==> src/rtl/sad_pkg.sv <==
package sad_pkg;

   // Control phases of one block
   typedef enum logic [1:0] {
      ST_IDLE = 2'd0,
      ST_RUN  = 2'd1,
      ST_DONE = 2'd2
   } sad_state_e;

endpackage

==> src/rtl/sad_lane_absdiff.sv <==
module sad_lane_absdiff #(
   parameter int PIX_W = 16
) (
   input  logic [PIX_W-1:0] pix_a,
   input  logic [PIX_W-1:0] pix_b,
   output logic [PIX_W-1:0] abs_diff
);

   logic [PIX_W:0]   d_ab;
   logic [PIX_W:0]   d_ba;
   logic [PIX_W-1:0] up_term;
   logic [PIX_W-1:0] dn_term;

   // The borrow bit selects saturation to zero; no magnitude compare is used
   assign d_ab    = {1'b0, pix_a} - {1'b0, pix_b};
   assign d_ba    = {1'b0, pix_b} - {1'b0, pix_a};
   assign up_term = d_ab[PIX_W] ? '0 : d_ab[PIX_W-1:0];
   assign dn_term = d_ba[PIX_W] ? '0 : d_ba[PIX_W-1:0];
   assign abs_diff = up_term + dn_term;

   always_comb begin
      AST_ONE_TERM_ZERO: assert ((up_term == '0) || (dn_term == '0));
   end

endmodule

==> src/rtl/sad_word_reduce.sv <==
module sad_word_reduce #(
   parameter int LANES = 4,
   parameter int PIX_W = 16,
   parameter int SUM_W = PIX_W + $clog2(LANES) + 1
) (
   input  logic [LANES*PIX_W-1:0] ref_word,
   input  logic [LANES*PIX_W-1:0] cand_word,
   output logic [SUM_W-1:0]       word_sum
);

   logic [PIX_W-1:0] lane_abs [LANES];

   generate
      for (genvar g = 0; g < LANES; g++) begin : g_lane
         sad_lane_absdiff #(
            .PIX_W (PIX_W)
         ) u_lane (
            .pix_a    (ref_word [g*PIX_W +: PIX_W]),
            .pix_b    (cand_word[g*PIX_W +: PIX_W]),
            .abs_diff (lane_abs[g])
         );
      end
   endgenerate

   always_comb begin
      word_sum = '0;
      for (int l = 0; l < LANES; l++) begin
         word_sum = word_sum + SUM_W'(lane_abs[l]);
      end
   end

endmodule

==> src/rtl/sad_ctrl.sv <==
module sad_ctrl #(
   parameter int BLOCK_WORDS = 64
) (
   input  logic clk,
   input  logic rst_n,
   input  logic start,
   input  logic in_valid,
   output logic accept,
   output logic sel_odd,
   output logic done
);

   import sad_pkg::*;

   localparam int CNT_W = $clog2(BLOCK_WORDS);
   localparam logic [CNT_W-1:0] LAST = CNT_W'(BLOCK_WORDS - 1);

   sad_state_e       state;
   logic [CNT_W-1:0] cnt;

   assign accept  = (state == ST_RUN) && in_valid && !start;
   assign sel_odd = cnt[0];
   assign done    = (state == ST_DONE);

   always_ff @(posedge clk or negedge rst_n) begin
      if (!rst_n) begin
         state <= ST_IDLE;
         cnt   <= '0;
      end else if (start) begin
         state <= ST_RUN;
         cnt   <= '0;
      end else if (accept) begin
         cnt <= cnt + CNT_W'(1);
         if (cnt == LAST) begin
            state <= ST_DONE;
         end
      end
   end

   AST_DONE_HOLD: assert property (@(posedge clk) disable iff (!rst_n)
      done && !start |=> done);
   AST_DONE_AFTER_ACCEPT: assert property (@(posedge clk) disable iff (!rst_n)
      $rose(done) |-> $past(accept));
   AST_STALL_HOLDS: assert property (@(posedge clk) disable iff (!rst_n)
      !in_valid && !start |=> $stable(cnt));
   AST_START_CLEARS: assert property (@(posedge clk) disable iff (!rst_n)
      start |=> (cnt == '0) && !done);

endmodule

==> src/rtl/sad_accum_pair.sv <==
module sad_accum_pair #(
   parameter int ACC_W = 32,
   parameter int SUM_W = 19
) (
   input  logic             clk,
   input  logic             rst_n,
   input  logic             clear,
   input  logic             accept,
   input  logic             sel_odd,
   input  logic [SUM_W-1:0] word_sum,
   output logic [ACC_W-1:0] total
);

   logic [ACC_W-1:0] acc_a;
   logic [ACC_W-1:0] acc_b;
   logic [ACC_W-1:0] addend;

   assign addend = ACC_W'(word_sum);

   always_ff @(posedge clk or negedge rst_n) begin
      if (!rst_n) begin
         acc_a <= '0;
         acc_b <= '0;
      end else if (clear) begin
         acc_a <= '0;
         acc_b <= '0;
      end else if (accept) begin
         if (sel_odd) begin
            acc_b <= acc_b + addend;
         end else begin
            acc_a <= acc_a + addend;
         end
      end
   end

   assign total = acc_a + acc_b;

   AST_EVEN_SPARES_B: assert property (@(posedge clk) disable iff (!rst_n)
      accept && !clear && !sel_odd |=> $stable(acc_b));
   AST_ODD_SPARES_A: assert property (@(posedge clk) disable iff (!rst_n)
      accept && !clear && sel_odd |=> $stable(acc_a));
   AST_NO_OVERFLOW: assert property (@(posedge clk) disable iff (!rst_n)
      accept && !clear |=> total >= $past(total));

endmodule

==> src/rtl/sad_engine.sv <==
module sad_engine #(
   parameter int LANES       = 4,
   parameter int PIX_W       = 16,
   parameter int ACC_W       = 32,
   parameter int BLOCK_WORDS = 64
) (
   input  logic                   clk,
   input  logic                   rst_n,
   input  logic                   start,
   input  logic                   in_valid,
   input  logic [LANES*PIX_W-1:0] ref_word,
   input  logic [LANES*PIX_W-1:0] cand_word,
   output logic                   done,
   output logic [ACC_W-1:0]       sad_out
);

   localparam int SUM_W  = PIX_W + $clog2(LANES) + 1;
   localparam int NEED_W = PIX_W + $clog2(LANES) + $clog2(BLOCK_WORDS) + 1;

   generate
      if (LANES < 1) begin : g_bad_lanes
         $error("LANES must be at least 1");
      end
      if (BLOCK_WORDS < 2) begin : g_bad_words
         $error("BLOCK_WORDS must be at least 2");
      end
      if (ACC_W < NEED_W) begin : g_bad_acc
         $error("ACC_W too narrow for a full-scale block");
      end
   endgenerate

   logic             accept;
   logic             sel_odd;
   logic [SUM_W-1:0] word_sum;

   sad_word_reduce #(
      .LANES (LANES),
      .PIX_W (PIX_W),
      .SUM_W (SUM_W)
   ) u_reduce (
      .ref_word  (ref_word),
      .cand_word (cand_word),
      .word_sum  (word_sum)
   );

   sad_ctrl #(
      .BLOCK_WORDS (BLOCK_WORDS)
   ) u_ctrl (
      .clk      (clk),
      .rst_n    (rst_n),
      .start    (start),
      .in_valid (in_valid),
      .accept   (accept),
      .sel_odd  (sel_odd),
      .done     (done)
   );

   sad_accum_pair #(
      .ACC_W (ACC_W),
      .SUM_W (SUM_W)
   ) u_acc (
      .clk      (clk),
      .rst_n    (rst_n),
      .clear    (start),
      .accept   (accept),
      .sel_odd  (sel_odd),
      .word_sum (word_sum),
      .total    (sad_out)
   );

   AST_IDLE_STABLE: assert property (@(posedge clk) disable iff (!rst_n)
      !start && !accept |=> $stable(sad_out));

endmodule

==> config.mk <==
export PLATFORM = sky130hd
export DESIGN_NAME = sad_engine
export DESIGN_NICKNAME = d
export VERILOG_FILES = /design/src/rtl/sad_pkg.sv /design/src/rtl/sad_lane_absdiff.sv /design/src/rtl/sad_word_reduce.sv /design/src/rtl/sad_ctrl.sv /design/src/rtl/sad_accum_pair.sv /design/src/rtl/sad_engine.sv
export SDC_FILE = /design/constraint.sdc
export NUM_CORES = 1
export LEC_CHECK = 0
export CORE_MARGIN = 2
export CORE_UTILIZATION = 55
export CTS_CLUSTER_DIAMETER = 80
export CTS_CLUSTER_SIZE = 16
export DETAILED_ROUTE_END_ITERATION = 8
export PLACE_DENSITY = 0.8
export SYNTH_ARGS = -nofsm -noshare
export SYNTH_HDL_FRONTEND = slang
export SYNTH_SLANG_ARGS = --single-unit
==> constraint.sdc <==
create_clock -name clk -period 6.7 [get_ports clk]
set_input_delay 2.01 -clock clk [delete_from_list [all_inputs] [get_ports clk]]
set_output_delay 2.01 -clock clk [all_outputs]
set_load 0.005 [all_outputs]
==> results of run 1 <==
## Yosys cell counts (39+ instances only)
cell type,count
sky130_fd_sc_hd__ha_1,290
sky130_fd_sc_hd__o21ai_0,118
sky130_fd_sc_hd__nor3_1,55
sky130_fd_sc_hd__a21o_1,87
sky130_fd_sc_hd__nand2_1,148
sky130_fd_sc_hd__clkbuf_1,41
sky130_fd_sc_hd__o21bai_1,50
sky130_fd_sc_hd__xor2_1,104
sky130_fd_sc_hd__xnor2_1,133
sky130_fd_sc_hd__dfrtp_1,72
sky130_fd_sc_hd__a211oi_1,50
sky130_fd_sc_hd__nor2b_1,39
sky130_fd_sc_hd__a21oi_1,226
sky130_fd_sc_hd__inv_1,224
sky130_fd_sc_hd__nand3_1,40
sky130_fd_sc_hd__nor2_1,273
## per-stage QoR
step	util	instance area, µm²	TNS (ns)	setup WS, ns
after floorplan	-	18340	-109.36	-2.622
after global placement	0.7899	25050	-158.18	-3.188
after detailed placement	0.7899	25050	-174.81	-3.544
after CTS	0.8553	27130	-124.20	-2.715
## repair_timing
action,in CTS
setup endpoints to repair,62
buffers inserted,62
gates resized for setup,324
pin swaps,184
## layer usage
metal / global-route usage / GRT overflow
met4: 0.7734 / 24
met5: 0.4844 / 0
met3: 0.6979 / 1
met1: 0.7487 / 1
met2: 0.9171 / 32
## cell families after synthesis
family                   Yosys count
AND/OR/NAND/NOR                  713
flip-flops                        72
buffers and inverters            300
multiplexers                       9
AO/OA/AOI/OAI                    759
adder cells (fa/ha/maj)          323
XOR/XNOR                         237
==> metrics, run 1 <==
top cell type by total area after synthesis=sky130_fd_sc_hd__ha_1; pin type at the end of the worst path=register data pin; CTS Buffer Depth=2; Vert. Die Dim=183.9 µm; largest cells by area after synthesis=sky130_fd_sc_hd__ha_1 20%, sky130_fd_sc_hd__dfrtp_1 10%, sky130_fd_sc_hd__xnor2_1 6.5%; Error=[ERROR GRT-0232] Routing congestion too high. Check the congestion heatmap in the GUI.; final worst endpoint reported by repair_timing after global routing=u_acc.acc_b[25]$_DFFE_PN0P_/D; adder and majority cell fraction of the synthesized area=0.2408; io pins=165; mux cell area share after synthesis=0.005621; total number of clock tree sinks=72; Post-Synth Simple-Gate Area=0.1879; # rows=65; result of the run=aborted with a tool error; sequential fraction of the synthesis area=0.1012; Initial Utilization=0.5615; largest net degree at the start of global routing=92; post-synthesis compound-gate area fraction=0.2827; routability cong.=0.9812; Synth warnings=0; flip-flop and latch count after synthesis=72; root buffer cell=sky130_fd_sc_hd__clkbuf_16; half-perimeter wire length of the detailed placement result=47.10 mm; count of port buffers added during placement=164; total CTS buffers=9; top cell type's share of synthesized area=0.2038; Synthesized Nets=2868; total placed cells including tap cells=3565; post-synthesis cell type count=82; XOR/XNOR share of the synthesized area=0.1166; last flow stage reached=global routing; combinational family with the most area after synthesis=compound AO/OA/AOI/OAI gates; overall die width=183.9 µm; area of the mapped netlist=0.01781 mm²; number of enable flip-flop cells after synthesis=0; GR Overflow Total=58; most frequently used flop master after synthesis=sky130_fd_sc_hd__dfrtp_1; Post-synth ARST share=1.000; synthesized area per cell=7.380 µm²; number of hold-repair buffers added at the cts stage=0; htree depth=3; number of instances in the synthesized netlist=2413; total global-route track usage=0.7808
==> run 2, diff against run 1 <==
--- a/config.mk
+++ b/config.mk
@@ -6,11 +6,9 @@
 export NUM_CORES = 1
 export LEC_CHECK = 0
 export CORE_MARGIN = 2
-export CORE_UTILIZATION = 55
-export CTS_CLUSTER_DIAMETER = 80
-export CTS_CLUSTER_SIZE = 16
+export CORE_UTILIZATION = 40
 export DETAILED_ROUTE_END_ITERATION = 8
-export PLACE_DENSITY = 0.8
+export PLACE_DENSITY_LB_ADDON = 0.15
 export SYNTH_ARGS = -nofsm -noshare
 export SYNTH_HDL_FRONTEND = slang
 export SYNTH_SLANG_ARGS = --single-unit
==> metrics, run 2 <==
overall die width=215 µm (+17%); Maximum Capacitance Violations=0; total CTS buffers=9 (unchanged); count of port buffers added during placement=164 (unchanged); top cell type's share of synthesized area=0.2038 (unchanged); smallest setup slack after layout=-2.605 ns; first-pass iteration count of the detailed router=5; slowest cell delay on critical path=0.53 ns; standard cell core area=0.04412 mm²; cell with the most instances after synthesis=sky130_fd_sc_hd__ha_1; CP endpoint kind=register; total global-route track usage=0.2344; io pins=165 (unchanged); Final Hold Slack=0.5463 ns; routability cong.=0.8992 (-8.4%); clock latency reported for the late side of the worst-skew pair=0.34 ns; vias post-DR=20060; ratio of cells with drive above 1 in the final layout=0.3674; number of instances in the synthesized netlist=2413 (unchanged); most common cell after layout, fill and taps aside=sky130_fd_sc_hd__buf_4; count of pins over their slew limit=0; class of the tightest hold or removal check=register to register; area of the mapped netlist=0.01781 mm² (unchanged); CP Launch Type=input port; largest cells by area after synthesis=sky130_fd_sc_hd__ha_1 20%, sky130_fd_sc_hd__dfrtp_1 10%, sky130_fd_sc_hd__xnor2_1 6.5%; residual antenna-violating net count after detailed routing=0; Synthesized Nets=2868 (unchanged); antenna diode instance count=0; most frequently used flop master after synthesis=sky130_fd_sc_hd__dfrtp_1; Post-synth ARST share=1.000 (unchanged); GR Overflow Total=0; Final Cycle Share=1.389; die area=0.04623 mm²; clock network fraction of total power=0.027; DR vias/cell=5.185; final wirelength=56.98 mm; critical-path cell with the highest stage delay=sky130_fd_sc_hd__fa_1; root buffer cell=sky130_fd_sc_hd__clkbuf_16; total number of clock tree sinks=72 (unchanged); first-pass GRT wire length=93.49 mm; total power per unit cell area=641.4 mW/mm²; clock transition at the registers of the reported paths=0.06 ns; flip-flop and latch count after synthesis=72 (unchanged); Synth warnings=0 (unchanged); average wire per standard cell=14.73 µm; non-filler instance count after layout=3869; Setup Viol. Count Final=59; time the final worst path needs with I/O delays and setup=9.305 ns; worst-path fanout max=7; internal power=10140 µW; Combinational Power Share=0.940; residual DRC count=0; setup repair after global routing missed its margin=yes; worst setup timing slack at the placement stage=-3.465 ns (+0.07931 ns); end-of-flow core utilization=0.6457; final-report hold violation count=0; synth cell count leaders=290 x sky130_fd_sc_hd__ha_1, 273 x sky130_fd_sc_hd__nor2_1, 226 x sky130_fd_sc_hd__a21oi_1; total placed cells including tap cells=3767 (+5.7%); fin nets=3727; Syn-to-layout area delta=60.00%; Initial Utilization=0.4036 (-0.1579); path type of the worst setup path=input port to register; # rows=77 (+18%); Vert. Die Dim=215 µm (+17%); antenna violations before repair=0; proportion of power drawn by flip-flops and latches=0.032; sequential fraction of the synthesis area=0.1012 (unchanged); largest net degree at the start of global routing=82; data required time of the worst path=6.92 ns; Starting DRT DRC Count=991; half-perimeter wire length of the detailed placement result=46.20 mm (-1.9%); clock tree from TritonCTS=yes; slew at the pin with the worst max-slew slack=0.9490 ns; f_max=107.5 MHz; result of the run=finished with violations; Largest regs=u_acc.acc_a x32, u_acc.acc_b x32, u_ctrl.cnt x6; commonest non-fill, non-tap cells in the layout=724 x sky130_fd_sc_hd__buf_4, 246 x sky130_fd_sc_hd__nor2_1, 207 x sky130_fd_sc_hd__ha_1, 186 x sky130_fd_sc_hd__inv_1, 174 x sky130_fd_sc_hd__a21oi_1; top cell type by total area after synthesis=sky130_fd_sc_hd__ha_1; failing checks=negative setup slack; Switching Fraction=0.4452; worst max-slew margin expressed relative to the limit=0.3673; switching power summed over all nets=8136 µW; maximum vdd ir drop=0.0007436 V; post-synthesis cell type count=82 (unchanged); cell leakage power=0.01416 µW; number of enable flip-flop cells after synthesis=0 (unchanged); synthesized area per cell=7.380 µm² (unchanged); htree depth=3 (unchanged); number of global-route vias before repair=20090; CTS Buffer Depth=2 (unchanged); Worst Path Arrival=9.53 ns; Worst Skew=0.007461 ns; total power after layout=18270 µW
==> run 2: cell counts after synthesis <==
Identical to the previous run, type by type.
==> run 2: critical path, delay by kind of cell <==
family,cells,cell delay (ns)
fa+ha+maj,7,2.16
mux,1,0.31
xor+xnor,3,0.50
buf+inv,5,1.01
compound gates,14,2.95
simple gates,5,0.62
==> run 2: final timing paths <==
kind | slack, ns | endpoint | start | cells after the start
worst min-delay path | 0.55 | u_ctrl.state[0]$_DFFE_PN0P_ | u_ctrl.state[0]$_DFFE_PN0P_ | 1
min in group asynchronous | 1.88 | u_acc.acc_b[1]$_DFFE_PN0P_ | rst_n | 2
worst max register to register | 3.88 | u_acc.acc_a[19]$_DFFE_PN0P_ | u_acc.acc_a[1]$_DFFE_PN0P_ | 9
worst min register to register | 0.55 | u_ctrl.state[0]$_DFFE_PN0P_ | u_ctrl.state[0]$_DFFE_PN0P_ | 1
worst max-delay path | -2.60 | u_acc.acc_b[21]$_DFFE_PN0P_ | cand_word[13] | 35
max in group asynchronous | 4.18 | u_acc.acc_a[19]$_DFFE_PN0P_ | rst_n | 2
==> run 2: metrics by stage <==
step                      setup TNS (ns)  cell area [µm²]
after detailed placement         -168.60            25380
after global routing             -134.74            28490
after floorplan                  -109.36            18340
after global placement           -158.29            25380
after CTS                        -116.42            27100
final                            -117.15            28490
==> run 2: cells by family after synthesis <==
family                     synth area share
xor gates and xnor gates             0.1166
adders and majority gates            0.2408
buffers and inverters               0.06513
AOI/OAI and AO/OA                    0.2827
muxes                              0.005621
DFF                                  0.1012
and+or+nand+nor                      0.1879
==> run 2: what timing repair did <==
item / in CTS / in global routing
setup endpoints to repair: 62 / 60
gates cloned: 0 / 0
pin swaps: 142 / 127
gates resized for setup: 266 / 240
buffers inserted: 46 / 45
hold buffers: 0 / 0
==> run 2: layout make-up <==
| cell class | instances | area, µm² |
|---|---|---|
| Clock buffer | 9 | 225.2 |
| Fill cell | 3845 | 15630 |
| Clock inverter | 7 | 78.83 |
| Inverter | 225 | 859.6 |
| Tap cell | 592 | 740.7 |
| Multi-Input combinational cell | 2041 | 17300 |
| Timing Repair Buffer | 923 | 7483 |
| Sequential cell | 72 | 1802 |
==> run 2: power by group through the flow <==
stage	Combinational, µW	Clock (µW)	Sequential [µW]
after detailed placement	13300	0	590
after global routing	18600	522	601
after global placement	12900	0	587
after floorplan	7990	0	557
after CTS	15500	502	585
final	17200	496	593
==> run 2: layer usage <==
metal,vias to the layer above,global-route usage,wire [µm]
met2,292,0.4330,28580
met1,9418,0.3016,26420
met5,-,0,0
met3,58,0.01373,1148
met4,0,0.04391,822
li1,10290,-,-
(Power assumes the default switching activity.)
